`src/rtl/runahead_pkg.sv`:
```
package runahead_pkg;

    typedef enum logic [1:0] {
        ST_NORMAL   = 2'd0,
        ST_RUNAHEAD = 2'd1,
        ST_RESTORE  = 2'd2
    } ra_state_e;

endpackage

```
`src/rtl/ra_mode_fsm.sv`:
```
module ra_mode_fsm
    import runahead_pkg::*;
#(
    parameter int PC_W = 32
) (
    input  logic            clk,
    input  logic            rst_n,
    input  logic            trigger,
    input  logic            miss_return,
    input  logic [PC_W-1:0] head_pc,
    output ra_state_e       state,
    output logic            enter,
    output logic            flush,
    output logic            redirect_valid,
    output logic [PC_W-1:0] redirect_pc
);

    ra_state_e       state_q, state_d;
    logic [PC_W-1:0] trig_pc_q;

    // state register
    always_ff @(posedge clk) begin
        if (!rst_n) begin
            state_q <= ST_NORMAL;
        end else begin
            state_q <= state_d;
        end
    end

    // remember which load started the episode
    always_ff @(posedge clk) begin
        if (!rst_n) begin
            trig_pc_q <= '0;
        end else if (enter) begin
            trig_pc_q <= head_pc;
        end
    end

    always_comb begin
        state_d = state_q;
        unique case (state_q)
            ST_NORMAL:   if (trigger)     state_d = ST_RUNAHEAD;
            ST_RUNAHEAD: if (miss_return) state_d = ST_RESTORE;
            ST_RESTORE:                   state_d = ST_NORMAL;
            default:                      state_d = ST_NORMAL;
        endcase
    end

    // outputs decoded from the current state
    always_comb begin
        enter          = 1'b0;
        flush          = 1'b0;
        redirect_valid = 1'b0;
        unique case (state_q)
            ST_NORMAL:   enter = trigger;
            ST_RUNAHEAD: enter = 1'b0;
            ST_RESTORE: begin
                flush          = 1'b1;
                redirect_valid = 1'b1;
            end
            default:     enter = 1'b0;
        endcase
    end

    assign state       = state_q;
    assign redirect_pc = trig_pc_q;

endmodule

```
`src/rtl/ra_regfile.sv`:
```
module ra_regfile #(
    parameter int NUM_REGS = 16,
    parameter int DATA_W   = 32,
    localparam int IDX_W   = $clog2(NUM_REGS)
) (
    input  logic              clk,
    input  logic              rst_n,
    input  logic              wr_en,
    input  logic [IDX_W-1:0]  wr_idx,
    input  logic [DATA_W-1:0] wr_data,
    input  logic              wr_poison,
    input  logic              ckpt_take,
    input  logic              ckpt_restore,
    input  logic [IDX_W-1:0]  src1_idx,
    input  logic [IDX_W-1:0]  src2_idx,
    output logic              src1_inv,
    output logic              src2_inv,
    input  logic [IDX_W-1:0]  rd_idx,
    output logic [DATA_W-1:0] rd_data,
    output logic              rd_inv
);

    logic [DATA_W-1:0] val_bus [NUM_REGS];
    logic [NUM_REGS-1:0] inv_bus;

    for (genvar g = 0; g < NUM_REGS; g++) begin : g_reg
        logic [DATA_W-1:0] val_q;
        logic [DATA_W-1:0] saved_q;
        logic              inv_q;
        logic              hit;

        assign hit = wr_en && (wr_idx == IDX_W'(g));

        always_ff @(posedge clk) begin
            if (!rst_n) begin
                val_q   <= '0;
                saved_q <= '0;
                inv_q   <= 1'b0;
            end else if (ckpt_restore) begin
                val_q <= saved_q;
                inv_q <= 1'b0;
            end else begin
                if (ckpt_take) begin
                    saved_q <= val_q;
                end
                if (hit) begin
                    inv_q <= wr_poison;
                    if (!wr_poison) begin
                        val_q <= wr_data;
                    end
                end
            end
        end

        assign val_bus[g] = val_q;
        assign inv_bus[g] = inv_q;
    end

    assign src1_inv = inv_bus[src1_idx];
    assign src2_inv = inv_bus[src2_idx];
    assign rd_data  = val_bus[rd_idx];
    assign rd_inv   = inv_bus[rd_idx];

endmodule

```
`src/rtl/ra_pf_filter.sv`:
```
module ra_pf_filter #(
    parameter int ADDR_W = 32
) (
    input  logic              clk,
    input  logic              rst_n,
    input  logic              in_runahead,
    input  logic              accept,
    input  logic              is_load,
    input  logic              base_en,
    input  logic              base_inv,
    input  logic [ADDR_W-1:0] addr,
    output logic              pf_valid,
    output logic [ADDR_W-1:0] pf_addr
);

    logic issue;

    assign issue = in_runahead && accept && is_load && !(base_en && base_inv);

    always_ff @(posedge clk) begin
        if (!rst_n) begin
            pf_valid <= 1'b0;
            pf_addr  <= '0;
        end else begin
            pf_valid <= issue;
            if (issue) begin
                pf_addr <= addr;
            end
        end
    end

endmodule

```
`src/rtl/runahead_ctrl.sv`:
```
module runahead_ctrl
    import runahead_pkg::*;
#(
    parameter int NUM_REGS = 16,
    parameter int DATA_W   = 32,
    parameter int ADDR_W   = 32,
    parameter int PC_W     = 32,
    localparam int IDX_W   = $clog2(NUM_REGS)
) (
    input  logic              clk,
    input  logic              rst_n,
    input  logic              head_valid,
    input  logic              head_is_load,
    input  logic              head_miss,
    input  logic [PC_W-1:0]   head_pc,
    input  logic [IDX_W-1:0]  head_dst,
    input  logic              head_dst_we,
    input  logic [IDX_W-1:0]  head_src1,
    input  logic              head_src1_en,
    input  logic [IDX_W-1:0]  head_src2,
    input  logic              head_src2_en,
    input  logic [DATA_W-1:0] head_result,
    input  logic [ADDR_W-1:0] head_addr,
    input  logic              miss_return,
    input  logic [IDX_W-1:0]  rd_idx,
    output logic [DATA_W-1:0] rd_data,
    output logic              rd_inv,
    output logic              mode_runahead,
    output logic              flush,
    output logic              redirect_valid,
    output logic [PC_W-1:0]   redirect_pc,
    output logic              pf_valid,
    output logic [ADDR_W-1:0] pf_addr
);

    ra_state_e state;
    logic      enter;
    logic      trigger;
    logic      accept;
    logic      poison;
    logic      src1_inv;
    logic      src2_inv;
    logic      in_ra;
    logic      in_restore;

    assign trigger    = head_valid && head_is_load && head_miss;
    assign in_ra      = (state == ST_RUNAHEAD);
    assign in_restore = (state == ST_RESTORE);

    // instructions are taken in normal mode, or speculatively until the miss returns
    assign accept = head_valid && ((state == ST_NORMAL) || (in_ra && !miss_return));

    // a result is poisoned by a poisoned operand or by being a missing load itself
    assign poison = (head_src1_en && src1_inv) ||
                    (head_src2_en && src2_inv) ||
                    (head_is_load && head_miss);

    ra_mode_fsm #(
        .PC_W (PC_W)
    ) u_fsm (
        .clk            (clk),
        .rst_n          (rst_n),
        .trigger        (trigger),
        .miss_return    (miss_return),
        .head_pc        (head_pc),
        .state          (state),
        .enter          (enter),
        .flush          (flush),
        .redirect_valid (redirect_valid),
        .redirect_pc    (redirect_pc)
    );

    ra_regfile #(
        .NUM_REGS (NUM_REGS),
        .DATA_W   (DATA_W)
    ) u_regs (
        .clk          (clk),
        .rst_n        (rst_n),
        .wr_en        (accept && head_dst_we),
        .wr_idx       (head_dst),
        .wr_data      (head_result),
        .wr_poison    (poison),
        .ckpt_take    (enter),
        .ckpt_restore (in_restore),
        .src1_idx     (head_src1),
        .src2_idx     (head_src2),
        .src1_inv     (src1_inv),
        .src2_inv     (src2_inv),
        .rd_idx       (rd_idx),
        .rd_data      (rd_data),
        .rd_inv       (rd_inv)
    );

    ra_pf_filter #(
        .ADDR_W (ADDR_W)
    ) u_pf (
        .clk         (clk),
        .rst_n       (rst_n),
        .in_runahead (in_ra),
        .accept      (accept),
        .is_load     (head_is_load),
        .base_en     (head_src1_en),
        .base_inv    (src1_inv),
        .addr        (head_addr),
        .pf_valid    (pf_valid),
        .pf_addr     (pf_addr)
    );

    assign mode_runahead = in_ra;

endmodule

```
`config.mk`:
```
export PLATFORM = sky130hd
export DESIGN_NAME = runahead_ctrl
export DESIGN_NICKNAME = d
export VERILOG_FILES = /design/src/rtl/runahead_pkg.sv /design/src/rtl/ra_mode_fsm.sv /design/src/rtl/ra_regfile.sv /design/src/rtl/ra_pf_filter.sv /design/src/rtl/runahead_ctrl.sv
export SDC_FILE = /design/constraint.sdc
export NUM_CORES = 2
export LEC_CHECK = 0
export BUFFER_PORTS_ARGS = -buffer_cell sky130_fd_sc_hd__buf_4
export CAP_MARGIN = 5
export CELL_PAD_IN_SITES_DETAIL_PLACEMENT = 0
export CELL_PAD_IN_SITES_GLOBAL_PLACEMENT = 2
export CORE_ASPECT_RATIO = 0.8
export CORE_MARGIN = 1
export CORE_UTILIZATION = 34
export DETAILED_ROUTE_END_ITERATION = 10
export PLACE_DENSITY = 0.79
export REMOVE_ABC_BUFFERS = 1
export SETUP_SLACK_MARGIN = 0.4
export SLEW_MARGIN = 30
export SYNTH_ARGS = -nofsm -noshare
export SYNTH_HDL_FRONTEND = slang
export SYNTH_HIERARCHICAL = 1
export SYNTH_SLANG_ARGS = --single-unit
```
`constraint.sdc`:
```
create_clock -name clk -period 3.7 [get_ports clk]
set_clock_uncertainty 0.05 [all_clocks]
set_input_delay 1.11 -clock clk [delete_from_list [all_inputs] [get_ports clk]]
set_output_delay 1.11 -clock clk [all_outputs]
set_load 0.02 [all_outputs]
```
==> results.cfg <==
[status]
status = finished with violations
violations = negative setup slack

[global_routing]
grt-ovfl-total = 0
grt_pass1_wl_mm = 263
grt_pass1_vias = 42400
grt_util_all_layers_pct = 22.6
antenna_found_initial = 1
grt_max_degree = 172

[synthesis]
syn_area_um2 = 49300
synth_compound_area_share_pct = 26.2
synth_edf_count = 0
synth-seq-cells = 1107
synthSimpleGateAreaFrac_pct = 14.9
synth_top_family_by_area = compound AO/OA/AOI/OAI gates
ys_warn_count = 6
syn_area_per_cell_um2 = 8.32
yosysSeqAreaShare_pct = 45.0
synthXorXnorAreaFrac_pct = 0
synth_mux_area_share_pct = 7.82
synthAdderAreaFrac_pct = 0
ys_async_sr_fraction_pct = 0
syn_inst = 5919
ys.flop_type = dfxtp_1
synth_cell_types = 43

[sta]
setup_viol = 27
hold_ws_ns = 0.406
slew_headroom_pct = 45.3
max_freq_ghz = 0.263
rsz0062_at_grt = yes
min_period_ns = 3.80
drv_slew = 0
setup_slack_ns = -0.0956
worst_slew_pin_slew_ns = 0.820
fin_crit_sh_pct = 103
hold_viol = 0

[hold_path]
holdPathEnd = u_fsm/redirect_pc[9]$_SDFFE_PN0P_
min_path_cells = 2
min_path_type = flip-flop to flip-flop
hp-start = u_fsm/redirect_pc[9]$_SDFFE_PN0P_

[placement]
gp_congestion = 0.763
io_buffer_count = 221
post-dp-hpwl_mm = 93.5
placed_area_um2 = 53800
post-place-ws_ns = -0.405

[routing]
final_antenna_net_count = 0
initialDrtViolationCount = 4085
routedWlPerCell_um = 23.1
drc = 0
dr_total_vias = 45600
drt_wl_total_mm = 183
drt_pass1_iterations = 8
via_per_inst = 5.76

[floorplanning]
rows = 124
die_area_um2 = 146000
io_pins = 222
die_width_um = 428
fp.dieH_um = 343
core-area_um2 = 143000
start_util_pct = 34.4

[layout]
finalInstanceArea_um2 = 62300
multiInputGateArea_um2 = 25800
nets = 6039
area_delta_synth_final_pct = 26.4
final_common_cell = nand2_1
drive_gt1_share_pct = 21.1
fillCellCount = 13900
register_area_um2 = 22200
final_cell_mix = nand2_1 (1160), dfxtp_1 (1107), o21ai_0 (940)

[pwr]
ir_drop_mv = 0.479
power_mw = 27.6
p_seq_share_pct = 44.1
power.density_nw_per_um2 = 443
intPower_mw = 20.6
switchingPower_mw = 7.03
total_leakage_power_nw = 20.0
combPwrFrac_pct = 9.2
p_clk_share_pct = 46.6
switching_share_pct = 25.5

[critical_path]
crit_path_end_kind = output pin
critPathKind = input port to output pin
critPathLaunchType = input port
reg2regPathDepth = 13
arrival_ns = 2.64
r2r_slack_ns = 0.36
rr_endpoint = u_regs/g_reg[14].val_q[4]$_SDFFE_PN0P_
critPathRequiredTime_ns = 2.54
crit_path_max_fanout = 6
rr_startpoint = u_regs/g_reg[11].inv_q$_SDFFE_PP0P_

[cts]
clkTransAtPathRegs_ns = 0.06
cts_tree = done
cts_made_buffers = 116
h-tree-depth = 3
root_buffer = clkbuf_16
hold_buffers = 0
cts_sinks = 1107
clk_path_buf_depth = 3
clk_latency_ns = 0.77

[run]
cap_violations = 0
## cell usage after synthesis (2+ instances only)
cell type  instances  area share (%)
nand2b_1           5           0.063
buf_8              3           0.091
buf_6              3           0.069
dfxtp_1         1107              45
and3_1             2           0.025
a211oi_1          17            0.26
mux2i_1           70             1.4
nand2_1         1188             9.0
o21ai_0          975             9.9
clkbuf_1         537             4.1
a31oi_1          516             6.6
a21oi_1           13            0.13
a22oi_1           66             1.0
o21ai_1           49            0.50
nor2b_1            9            0.11
clkbuf_2           2           0.020
buf_12             3            0.12
a21boi_0         512             7.8
nand3_1          513             5.2
mux4_2           140             6.4
buf_2            132             1.3
nand4bb_1          2           0.046
buf_1             10           0.076
nor2_1             4           0.030
and3b_1            2           0.036
buf_4             18            0.27
and2_1             3           0.038
inv_1              3           0.023
## per-stage QoR
stage                     TNS (ns)  utilization [%]  instances
after floorplan                  -                -       5211
after global placement     -166.01             37.5       7564
after detailed placement   -156.28             37.5       7564
after CTS                    -1.19             41.4       7832
after global routing         -1.71             43.4       7909
final                        -1.16             43.4       7910
## how the worst max path moves through the flow
stage	from	to	slack [ns]	depth (start not counted)
final	rd_idx[0]	rd_data[11]	-0.1	7
after floorplan	head_miss	u_regs/g_reg[0].saved_q[0]$_SDFFE_PN0P_	-16.06	5
after global placement	head_src1[0]	u_regs/g_reg[8].val_q[21]$_SDFFE_PN0P_	-0.40	11
after CTS	rd_idx[0]	rd_data[28]	-0.08	7
after detailed placement	head_src1[0]	u_regs/g_reg[3].val_q[8]$_SDFFE_PN0P_	-0.41	13
after global routing	rd_idx[0]	rd_data[30]	-0.11	7
## metal layers
metal  vias up  routed length [um]  GRT usage (%)
met3       269               11800           3.56
met2      1537               82900           35.6
li1      21200                   -              -
met5         -                  13              0
met1     22600               84200           32.3
met4         2                3990           5.50
## power groups by stage
stage	combinational (mW)	clock, mW	sequential, mW
6_report	2.55	12.9	12.2
5_1_grt	2.68	13.6	12.2
4_1_cts	2.33	13.1	12.2
2_1_floorplan	0.851	0	12.4
3_5_place_dp	2.15	0	12.4
3_3_place_gp	2.15	0	12.4
## registers in the layout, summed over array words and instances, names as in the netlist
signal             count
u_regs/g.saved_q     512
u_fsm/state            2
u_pf/pf_valid          1
u_regs/g.inv_q        16
u_pf/pf_addr          32
u_fsm/redirect_pc     32
u_regs/g.val_q       512
## repair_timing
item / CTS / global route
pin swaps: 65 / 276
setup buffers: 33 / 25
gates cloned: 16 / 52
gates resized for setup: 167 / 347
endpoints found under the setup margin: 34 / 320
## kinds of logic (layout without fill, tap and decap cells)
kind of cell | Yosys count | count (layout)
mux | 210 | 210
compound gates | 2151 | 2151
other cells | 0 | 1
simple gates | 1739 | 1739
flops | 1107 | 1107
buf+inv | 712 | 812
## worst max-delay path, stage by stage
cell	delay (ns)
buf_16	0.14
buf_16	0.19
buf_16	0.16
mux4_2	0.51
a22oi_1	0.18
nand2_1	0.13
buf_6	0.15
## layout make-up
type                    count  share of cell area [%]
well taps                1890                    3.80
multi-input cells        4100                    41.4
inverters                   4                  0.0402
repair buffers            589                    12.5
flip-flops and latches   1107                    35.6
clock inverters            50                    1.15
clock buffers             169                    5.56
diodes                      1                 0.00402
No activity file was read; power rests on OpenSTA's default activity.
